### src/rtl/ivg_pkg.sv
package ivg_pkg;
  localparam int LVL_W  = 3;
  localparam int BYTE_W = 8;
  localparam int LO_W   = BYTE_W - LVL_W - 2;
  localparam int PH_W   = 2;

  typedef logic [BYTE_W-1:0] byte_t;
  typedef logic [LVL_W-1:0]  lvl_t;
  typedef logic [LO_W-1:0]   lo_t;
  typedef logic [PH_W-1:0]   phase_t;

  typedef enum logic [1:0] {
    SLOT_QUIET  = 2'd0,
    SLOT_OPCODE = 2'd1,
    SLOT_TARGET = 2'd2
  } slot_e;
endpackage

### src/rtl/ivg_seq_track.sv
module ivg_seq_track
  import ivg_pkg::*;
(
  input  logic   clk,
  input  logic   rst_n,
  input  logic   ack_i,
  input  logic   mode86_i,
  input  lvl_t   lvl_i,
  output logic   rise_o,
  output phase_t phase_o,
  output logic   last_o,
  output logic   mode_o,
  output lvl_t   lvl_o
);
  logic   ack_q;
  phase_t ph_q, ph_d;
  logic   mode_q, mode_d;
  lvl_t   lvl_q, lvl_d;
  logic   first;

  always_comb begin
    rise_o  = ack_i & ~ack_q;
    first   = (ph_q == '0);
    mode_o  = first ? mode86_i : mode_q;
    lvl_o   = first ? lvl_i : lvl_q;
    last_o  = mode_o ? (ph_q == phase_t'(1)) : (ph_q == phase_t'(2));
    phase_o = ph_q;
    ph_d    = ph_q;
    mode_d  = mode_q;
    lvl_d   = lvl_q;
    if (rise_o) begin
      ph_d = last_o ? '0 : ph_q + phase_t'(1);
      if (first) begin
        mode_d = mode86_i;
        lvl_d  = lvl_i;
      end
    end
  end

  always_ff @(posedge clk or negedge rst_n) begin
    if (!rst_n) begin
      ack_q  <= 1'b0;
      ph_q   <= '0;
      mode_q <= 1'b0;
      lvl_q  <= '0;
    end else begin
      ack_q  <= ack_i;
      ph_q   <= ph_d;
      mode_q <= mode_d;
      lvl_q  <= lvl_d;
    end
  end

  AST_PHASE_BOUNDED: assert property (@(posedge clk) disable iff (!rst_n)
    ph_q != phase_t'(3));
  AST_VEC_TWO_PULSES: assert property (@(posedge clk) disable iff (!rst_n)
    (ph_q == phase_t'(2)) |-> !mode_q);
endmodule

### src/rtl/ivg_byte_fmt.sv
module ivg_byte_fmt
  import ivg_pkg::*;
#(
  parameter byte_t CALL_OPCODE = 8'hCD
) (
  input  phase_t phase_i,
  input  logic   mode86_i,
  input  logic   int4_i,
  input  lvl_t   lvl_i,
  input  lo_t    call_lo_i,
  input  byte_t  vec_hi_i,
  output byte_t  byte_o,
  output slot_e  slot_o
);
  localparam int VEC_TOP = BYTE_W - LVL_W;

  byte_t lo_int4, lo_int8, vec_byte;

  always_comb begin
    lo_int4  = {call_lo_i, lvl_i, 2'b00};
    lo_int8  = {call_lo_i[LO_W-1:1], lvl_i, 3'b000};
    vec_byte = {vec_hi_i[BYTE_W-1:LVL_W], lvl_i};
    byte_o   = '0;
    slot_o   = SLOT_QUIET;
    if (mode86_i) begin
      if (phase_i == phase_t'(1)) begin
        byte_o = vec_byte;
        slot_o = SLOT_TARGET;
      end
    end else begin
      case (phase_i)
        phase_t'(0): begin byte_o = CALL_OPCODE; slot_o = SLOT_OPCODE; end
        phase_t'(1): begin byte_o = int4_i ? lo_int4 : lo_int8; slot_o = SLOT_TARGET; end
        phase_t'(2): begin byte_o = vec_hi_i; slot_o = SLOT_TARGET; end
        default:     begin byte_o = '0; slot_o = SLOT_QUIET; end
      endcase
    end
  end

  initial begin
    assert (VEC_TOP == 5) else $error("vector split width");
  end
endmodule

### src/rtl/ivg_drive_ctl.sv
module ivg_drive_ctl
  import ivg_pkg::*;
(
  input  logic  clk,
  input  logic  rst_n,
  input  logic  ack_i,
  input  logic  rise_i,
  input  logic  last_i,
  input  slot_e slot_i,
  input  byte_t byte_i,
  input  logic  is_slave_i,
  input  logic  cas_hit_i,
  output byte_t byte_o,
  output logic  drv_o,
  output logic  end_o
);
  logic  own;
  logic  drv_d, end_d;
  byte_t byte_d;

  always_comb begin
    case (slot_i)
      SLOT_OPCODE: own = ~is_slave_i;
      SLOT_TARGET: own = is_slave_i ? cas_hit_i : ~cas_hit_i;
      default:     own = 1'b0;
    endcase
    drv_d  = rise_i ? own : (drv_o & ack_i);
    byte_d = rise_i ? (own ? byte_i : '0) : byte_o;
    end_d  = rise_i & last_i;
  end

  always_ff @(posedge clk or negedge rst_n) begin
    if (!rst_n) begin
      drv_o  <= 1'b0;
      byte_o <= '0;
      end_o  <= 1'b0;
    end else begin
      drv_o  <= drv_d;
      byte_o <= byte_d;
      end_o  <= end_d;
    end
  end

  AST_END_SINGLE: assert property (@(posedge clk) disable iff (!rst_n)
    end_o |=> !end_o);
  AST_DRIVE_RELEASE: assert property (@(posedge clk) disable iff (!rst_n)
    !ack_i |=> !drv_o);
  AST_BYTE_HELD: assert property (@(posedge clk) disable iff (!rst_n)
    (drv_o && ack_i && !rise_i) |=> $stable(byte_o));
  AST_QUIET_SLOT: assert property (@(posedge clk) disable iff (!rst_n)
    (rise_i && slot_i == SLOT_QUIET) |=> !drv_o);
endmodule

### src/rtl/ivg_ack_vector.sv
module ivg_ack_vector
  import ivg_pkg::*;
#(
  parameter byte_t CALL_OPCODE = 8'hCD
) (
  input  logic        clk,
  input  logic        rst_n,
  input  logic        ack_i,
  input  logic [2:0]  lvl_i,
  input  logic [2:0]  call_lo_i,
  input  logic [7:0]  vec_hi_i,
  input  logic        int4_i,
  input  logic        mode86_i,
  input  logic        is_slave_i,
  input  logic        cas_hit_i,
  output logic [7:0]  byte_o,
  output logic        drv_en_o,
  output logic        seq_end_o
);
  logic [1:0] rst_sync_q;
  logic       rst_int_n;

  always_ff @(posedge clk or negedge rst_n) begin
    if (!rst_n) rst_sync_q <= 2'b00;
    else        rst_sync_q <= {rst_sync_q[0], 1'b1};
  end
  assign rst_int_n = rst_sync_q[1];

  logic   rise, last, mode_cur;
  phase_t phase;
  lvl_t   lvl_cur;
  byte_t  fmt_byte;
  slot_e  slot;

  ivg_seq_track u_seq (
    .clk      (clk),
    .rst_n    (rst_int_n),
    .ack_i    (ack_i),
    .mode86_i (mode86_i),
    .lvl_i    (lvl_i),
    .rise_o   (rise),
    .phase_o  (phase),
    .last_o   (last),
    .mode_o   (mode_cur),
    .lvl_o    (lvl_cur)
  );

  ivg_byte_fmt #(.CALL_OPCODE(CALL_OPCODE)) u_fmt (
    .phase_i   (phase),
    .mode86_i  (mode_cur),
    .int4_i    (int4_i),
    .lvl_i     (lvl_cur),
    .call_lo_i (call_lo_i),
    .vec_hi_i  (vec_hi_i),
    .byte_o    (fmt_byte),
    .slot_o    (slot)
  );

  ivg_drive_ctl u_drv (
    .clk        (clk),
    .rst_n      (rst_int_n),
    .ack_i      (ack_i),
    .rise_i     (rise),
    .last_i     (last),
    .slot_i     (slot),
    .byte_i     (fmt_byte),
    .is_slave_i (is_slave_i),
    .cas_hit_i  (cas_hit_i),
    .byte_o     (byte_o),
    .drv_o      (drv_en_o),
    .end_o      (seq_end_o)
  );

  AST_MASTER_YIELDS: assert property (@(posedge clk) disable iff (!rst_int_n)
    (rise && phase != '0 && !is_slave_i && cas_hit_i) |=> !drv_en_o);
  AST_SLAVE_NO_OPCODE: assert property (@(posedge clk) disable iff (!rst_int_n)
    (rise && phase == '0 && is_slave_i) |=> !drv_en_o);
endmodule

### config.mk
export PLATFORM = sky130hd
export DESIGN_NAME = ivg_ack_vector
export DESIGN_NICKNAME = d
export VERILOG_FILES = /design/src/rtl/ivg_pkg.sv /design/src/rtl/ivg_seq_track.sv /design/src/rtl/ivg_byte_fmt.sv /design/src/rtl/ivg_drive_ctl.sv /design/src/rtl/ivg_ack_vector.sv
export SDC_FILE = /design/constraint.sdc
export NUM_CORES = 1
export LEC_CHECK = 0
export CAP_MARGIN = 20
export CORE_ASPECT_RATIO = 1.4
export CORE_UTILIZATION = 30
export DETAILED_ROUTE_END_ITERATION = 10
export GPL_TIMING_DRIVEN = 0
export SYNTH_ARGS = -nofsm -noshare
export SYNTH_HDL_FRONTEND = slang
export SYNTH_SLANG_ARGS = --single-unit
### constraint.sdc
create_clock -name clk -period 0.95 [get_ports clk]
set_clock_uncertainty 0.1 [all_clocks]
set_input_delay 0.095 -clock clk [delete_from_list [all_inputs] [get_ports clk]]
set_output_delay 0.095 -clock clk [all_outputs]
set_load 0.02 [all_outputs]
==> results of run 1 <==
## cells by family after synthesis
group                      Yosys count  synth area share (%)
and+or+nand+nor                     37                  16.4
muxes                               13                  15.7
AOI/OAI and AO/OA                   31                  18.1
other                                1                 0.324
DFF                                 19                  41.1
buffers and inverters                8                  4.00
adders and majority gates            4                  4.33
## stage by stage
stage	hold slack, ps	total power (uW)	util, %
final	87.5	5300	49.2
after global routing	130	5650	49.2
after CTS	221	4930	47.1
after detailed placement	167	3820	41.6
after global placement	163	3740	41.6
after floorplan	-301	3100	-
## worst register-to-register path: stages (launching register included)
cell	delay [ps]
dfrtp_1	400
inv_2	100
ha_4	220
mux2_4	400
mux2i_4	240
nand2_4	130
o31ai_2	310
## state kept, by name, indices dropped and copies added, names as in the netlist
| name | flops |
|---|---|
| u_drv.byte_o | 8 |
| u_seq.lvl_q | 3 |
| rst_sync_q | 2 |
| u_seq.phase_o | 2 |
| u_drv.drv_o | 1 |
| u_drv.end_o | 1 |
| u_seq.ack_q | 1 |
| u_seq.mode_q | 1 |
## report_power, final
| group | internal (uW) | switching, uW |
|---|---|---|
| Combinational | 1770 | 1720 |
| Clock | 292 | 271 |
| Sequential | 1040 | 209 |
| Total | 3100 | 2200 |
## metal layers
layer	vias up	track usage, %
li1	521	-
met1	526	19.8
met2	35	31.2
met3	9	1.80
met4	0	7.12
met5	-	0
## synth_stat cells (3+ instances only)
master,count
dfrtp_1,19
nand2_1,13
o31ai_1,8
nand3_1,7
a21oi_1,6
mux2i_1,5
o21ai_0,5
ha_1,4
mux2_2,4
nor2_1,4
nor3_1,3
## timing repair
action,4_1_cts,5_1_grt
setup endpoints to repair,26,43
pin swaps,1,1
gates cloned,1,0
setup buffers,11,3
resized for setup,75,14
hold buffers,1,0
endpoints found under the hold margin,2,0
## worst max path at each step
stage / startpoint / endpoint / slack [ps] / cells past startpoint
after floorplan: u_seq.phase_o[0] / u_drv.byte_o[0] / -940 / 8
after global placement: u_seq.phase_o[0] / u_drv.byte_o[2] / -1070 / 8
after detailed placement: u_seq.phase_o[0] / u_drv.byte_o[5] / -1150 / 8
after CTS: u_seq.phase_o[0] / u_drv.byte_o[6] / -960 / 7
after global routing: u_seq.phase_o[0] / u_drv.byte_o[1] / -1060 / 6
final: u_seq.phase_o[0] / u_drv.byte_o[1] / -1050 / 6
## layout make-up
class | count | area, um^2
Tap cell | 42 | 52.6
Fill cell | 344 | 1870
Buffer | 4 | 33.8
Timing Repair Buffer | 45 | 432
Sequential cell | 19 | 478
Clock buffer | 3 | 41.3
Multi-Input combinational cell | 87 | 758
Clock inverter | 1 | 5.00
Inverter | 2 | 7.51
==> summary.md, run 1 <==
| Metric | Value |
|---|---|
| Status | finished with violations |
| Violated checks | setup timing |
| DRC | 0 |
| Area after DPL | approximately 0.0015 mm^2 |
| Detailed Place HPWL | ~2.2 mm |
| Setup crit end kind | register |
| FF+latch count, synth | 19 |
| Fin crit share | 210% |
| Worst-case reg-to-reg path depth | 6 |
| Total core area | 0.00368 mm^2 |
| Max cap viols | 0 |
| Via density | 5.37 |
| Cells after Synth | 113 |
| Antenna viol nets, final | 0 |
| Post-synthesis sequential area ratio | approximately two fifths |
| CP bufs+invs | 1 |
| DR WL/cell | roughly 16 um |
| Most frequent cells in the layout | 20 x clkdlybuf4s50_1, 17 x dfrtp_1, 14 x buf_4 |
| ANT cells | 0 |
| R2R Setup Slk | -1050 ps |
| Synth cell types | 36 |
| Final nets | between 150 and 200 |
| Pin count of the biggest net entering global routing | 18 |
| Initial antenna violation count | 0 |
| Final Max Slew Viols | 0 |
| Max frequency | 501 MHz |
| RSZ-0062 raised after global routing | true |
| Area leader, netlist | dfrtp_1 |
| CTS Buffer Depth | 2 |
| Final hold viol count | 0 |
| Crit path max-delay cell type | dfrtp_1 |
| Peak supply drop | 1.81 mV |
| GRT overflow | 0 |
| Yosys top cell area share | between 40% and 50% |
| RR Startpoint | u_seq.phase_o[0] |
| Critical-path maximum fanout | 10 |
| Most common cell after layout, fill and taps aside | clkdlybuf4s50_1 |
| Top layer in use | met4 |
| Buffers on Ports | 30 |
| Post-Synthesis Cell Area | 0.00116 mm^2 |
| # rows | 26 |
| Worst setup SP type | register |
| Synthesis warning total | 0 |
| Clock transition at the registers of the reported paths | 70 ps |
| Starting Density | about a third |
| Largest cells by area after synthesis | dfrtp_1 41%, o31ai_1 5.2%, ha_1 4.3%, mux2i_1 4.3%, nand2_1 4.2% |
| Vias | 1091 |
| Cell Count, Final, Fillers Out | slightly above 200 |
| Die Y | 75.5 um |
| PwrDens | just under 3000 mW/mm^2 |
| Final-report setup violation count | 26 |
| TritonCTS Buffers | 3 |
| Final worst slack | -1050 ps |
| DRT iter0 DRCs | 32 |
| Root Driver | clkbuf_8 |
| Wire length on met3 | 126 um |
| Pre-CTS setup slack | -1150 ps |
| H-Tree Depth | 1 |
| Mean post-synth cell area | roughly 10 um^2 |
| Met2 WL post-DR | ~1.7 mm |
| Setup TNS | -13870 ps |
| Worst Hold Class | reg -> async |
| Reg-to-reg endpoint | u_drv.byte_o[1] |
| WP data required | 1000 ps |
| Kind of cell adding the most delay to the critical path | multiplexers |
| Vias in the first global route | around 1100 |
| Number of enable flip-flop cells after synthesis | 0 |
| Die footprint | 0.00411 mm^2 |
| Main synth FF type | dfrtp_1 |
| Clock sinks | 19 |
| Syn Nets | around 140 |
| GPL Wtd Cong | 0.801 |
| Pre-antenna DRT Iters | 4 |
| Worst-Skew Late Latency | about 260 ps |
| CP max stage delay | 400 ps |
| Crit path kind | reg -> reg |
| Metal1 wirelength | around 1.2 mm |
| Synth-to-layout area growth | 56.4% |
| Die X | roughly 54 um |
| Synth async-reset ratio | between 90% and 100% |
| Post-Place Cells | about 190 |
| TritonCTS clock tree | yes |
| IO Count | 31 |
| Worst path arrival time | around 2100 ps |
| Critical path, cell by cell | inv_2, ha_4, mux2_4, mux2i_4, nand2_4, o31ai_2 |
| Routed WL | approximately 3.2 mm |
| Leakage | approximately 0.00076 uW |
| Final min period | approximately 2000 ps |
| Layout cells sized above 1 | 36.6% |
| Gr usage total | between 15 and 20% |
| Global-route wire length before repair | about 5 mm |
| Post-Layout Inst Area | 0.00181 mm^2 |
No activity file was read; power rests on OpenSTA's default activity.
==> run 2: changes to the inputs <==
- CAP_MARGIN: 20 -> default
- CORE_ASPECT_RATIO: 1.4 -> default
- SETUP_SLACK_MARGIN: default -> 0.4
==> run 2 against run 1 <==
The flow finishes with violations (hold timing, setup timing). Register-to-register slack better by 30 ps. Total power is 1.3% higher. Die area hardly changed. Combinational power is 2% higher. Fmax is 1.6% higher. Sequential cell count stayed put. Routed wire length is 4.8% lower. Clock-buffer cell count stayed put. Design area is 2.1% higher. Largest power group unchanged. Non-clock buffer count is 2 higher. Critical path type unchanged. Global-route usage is 2.3 points lower.
==> summary.md, run 2 (synthesized netlist as in run 1, its figures left out) <==
| Metric | Value |
|---|---|
| Pre-antenna DRT Iters | 4 (unchanged) |
| IO Count | 31 (unchanged) |
| Most common cell after layout, fill and taps aside | clkdlybuf4s50_1 (unchanged) |
| Via density | 5.21 (was 5.37) |
| CP max stage delay | 540 ps (was 400 ps) |
| Worst-Skew Late Latency | 250 ps (was 260 ps) |
| R2R Setup Slk | -1020 ps (was -1050 ps) |
| Area taken by multi-input logic gates | 769 um^2 (was 758 um^2) |
| DR WL/cell | 14.3 um (was 15.6 um) |
| Final-report setup violation count | 26 (unchanged) |
| GRT overflow | 0 (unchanged) |
| Final hold viol count | 2 (was 0) |
| Antenna viol nets, final | 0 (unchanged) |
| Initial antenna violation count | 0 (unchanged) |
| Vias in the first global route | 1071 (was 1131) |
| Die Y | 64.1 um (was 75.5 um) |
| Worst Hold Class | in -> async (was reg -> async) |
| Final worst slack | -1020 ps (was -1050 ps) |
| Peak supply drop | 1.89 mV (was 1.81 mV) |
| Final min period | 1970 ps (was 2000 ps) |
| Crit path from | u_seq.phase_o[0] (unchanged) |
| WHS | -104 ps (was 87.5 ps) |
| Layout cells sized above 1 | 40.2% (was 36.6%) |
| Root Driver | clkbuf_8 (unchanged) |
| Most flops, register | u_drv.byte_o (unchanged) |
| RR Startpoint | u_seq.phase_o[0] (unchanged) |
| Clock transition at the registers of the reported paths | 70 ps (about the same) |
| Die footprint | 0.00411 mm^2 (about the same) |
| Reg-to-reg endpoint | u_drv.byte_o[3] (was u_drv.byte_o[1]) |
| Clock sinks | 19 (unchanged) |
| GPL Wtd Cong | 0.817 (was 0.801) |
| DRC | 0 (unchanged) |
| Final Max Slew Viols | 0 (unchanged) |
| Setup crit end kind | register (unchanged) |
| TritonCTS clock tree | yes (unchanged) |
| Status | finished with violations (unchanged) |
| Critical path, cell by cell | inv_2, ha_4, buf_8, mux4_1, a211oi_1, o31ai_2 (was inv_2, ha_4, mux2_4, mux2i_4, nand2_4, o31ai_2) |
| Buffers on Ports | 30 (unchanged) |
| Crit path kind | reg -> reg (unchanged) |
| Area after DPL | 0.00154 mm^2 (was 0.00153 mm^2) |
| Top flop regs | u_drv.byte_o (8), u_seq.lvl_q (3) (unchanged) |
| Global-route wire length before repair | 4.77 mm (was 5.10 mm) |
| Synth-to-layout area growth | 59.7% (was 56.4%) |
| WP data required | 990 ps (was 1000 ps) |
| Fin crit share | 207% (was 210%) |
| Crit path max-delay cell type | mux4_1 (was dfrtp_1) |
| TritonCTS Buffers | 3 (unchanged) |
| Worst setup SP type | register (unchanged) |
| Total core area | 0.00369 mm^2 (was 0.00368 mm^2) |
| Pin count of the biggest net entering global routing | 18 (unchanged) |
| # rows | 22 (was 26) |
| Violated checks | hold timing, setup timing (was setup timing) |
| Worst-case reg-to-reg path depth | 6 (unchanged) |
| DRT iter0 DRCs | 33 (was 32) |
| Most frequent cells in the layout | 20 x clkdlybuf4s50_1, 17 x dfrtp_1, 15 x buf_4 (was 20 x clkdlybuf4s50_1, 17 x dfrtp_1, 14 x buf_4) |
| ANT cells | 0 (unchanged) |
| Routed WL | 3.03 mm (was 3.18 mm) |
| Max cap viols | 0 (unchanged) |
| PwrDens | 2910 mW/mm^2 (was 2930 mW/mm^2) |
| Max frequency | 509 MHz (was 501 MHz) |
| Detailed Place HPWL | 2.01 mm (was 2.18 mm) |
| Leakage | 0.000774 uW (was 0.000757 uW) |
| RSZ-0062 raised after global routing | true (unchanged) |
| Critical-path maximum fanout | 8 (was 10) |
| Final nets | 190 (was 187) |
| Filler cell count in the final layout | 363 (was 344) |
| Starting Density | 31.3% (was 31.4%) |
| Final Total Pwr | 5370 uW (was 5300 uW) |
| Worst path arrival time | 2000 ps (was 2050 ps) |
| H-Tree Depth | 1 (unchanged) |
| Post-Layout Inst Area | 0.00185 mm^2 (was 0.00181 mm^2) |
| Max reg flops | 8 (unchanged) |
| Die X | 64.1 um (was 54.5 um) |
| Sequential cell area | 480 um^2 (was 478 um^2) |
| Vias | 1104 (was 1091) |
| CTS Buffer Depth | 2 (unchanged) |
| Gr usage total | 14.8% (was 17.1%) |
[run 2: changes by cell type in the layout (fill, tap and decap cells not counted), sizes merged]
| cell | previous run | this run |
|---|---|---|
| clkbuf | 4 | 6 |
| buf | 27 | 28 |
| dlygate4sd3 | 1 | 0 |
| mux2 | 5 | 6 |
[run 2: what timing repair did]
item	4_1_cts	5_1_grt
resized for setup	74	16
setup buffers	12	3
hold endpoints to repair	2	2
setup endpoints to repair	44	28
pin swaps	0	1
cloned	1	1
[run 2: final cells by class]
| cell class | count | share of cell area (%) |
|---|---|---|
| flip-flops and latches | 19 | 26.0 |
| well taps | 48 | 3.25 |
| clock buffers | 3 | 2.24 |
| plain buffers | 6 | 2.71 |
| multi-input cells | 88 | 41.7 |
| inverters | 2 | 0.407 |
| repair buffers | 45 | 23.4 |
| clock inverters | 1 | 0.271 |
[run 2: per-layer routing]
layer	GRT usage [%]	vias up	wire length [um]
met2	26.5	28	1520
met1	18.6	543	1360
li1	-	529	-
met5	0	-	0
met3	2.14	4	123
met4	3.41	0	20
[run 2: worst max path at each step]
stage,endpoint,slack (ps),cells after the start
global route,u_drv.byte_o[5],-1130,7
finish,u_drv.byte_o[3],-1020,6
CTS,u_drv.byte_o[6],-980,8
detailed placement,u_drv.byte_o[2],-1130,8
global placement,u_drv.byte_o[7],-1090,8
floorplan,u_drv.byte_o[0],-940,8
[run 2: worst max-delay path, delay by kind of cell (launching register included)]
family	cells	cell delay (ps)
AO/OA/AOI/OAI	2	440
adder cells (fa/ha/maj)	1	140
buffers and inverters	2	230
flip-flops	1	400
multiplexers	1	540
[run 2: per-stage QoR]
step / setup WS, ps / TNS, ps / hold slack [ps] / util (%) / instances
after floorplan: -938 / -12870 / -301 / - / 113
after global placement: -1090 / -17030 / 93.8 / 41.8 / 191
after detailed placement: -1130 / -17230 / 99.9 / 41.8 / 191
after CTS: -985 / -14290 / -104 / 47.5 / 208
after global routing: -1130 / -16530 / -102 / 50.1 / 212
final: -1020 / -14740 / -104 / 50.1 / 212
[run 2: report_power, final]
group          internal [uW]  total, uW  leakage (uW)  switching [uW]
clock network            291        570     0.0000255             278
registers               1040       1240      0.000244             204
logic                   1830       3560      0.000504            1720
==> run 3: changes to the inputs <==
- SLEW_MARGIN: default -> 25
==> results of run 3 <==
Same layout as run 2: the final DEF is identical, and so are final timing and power.
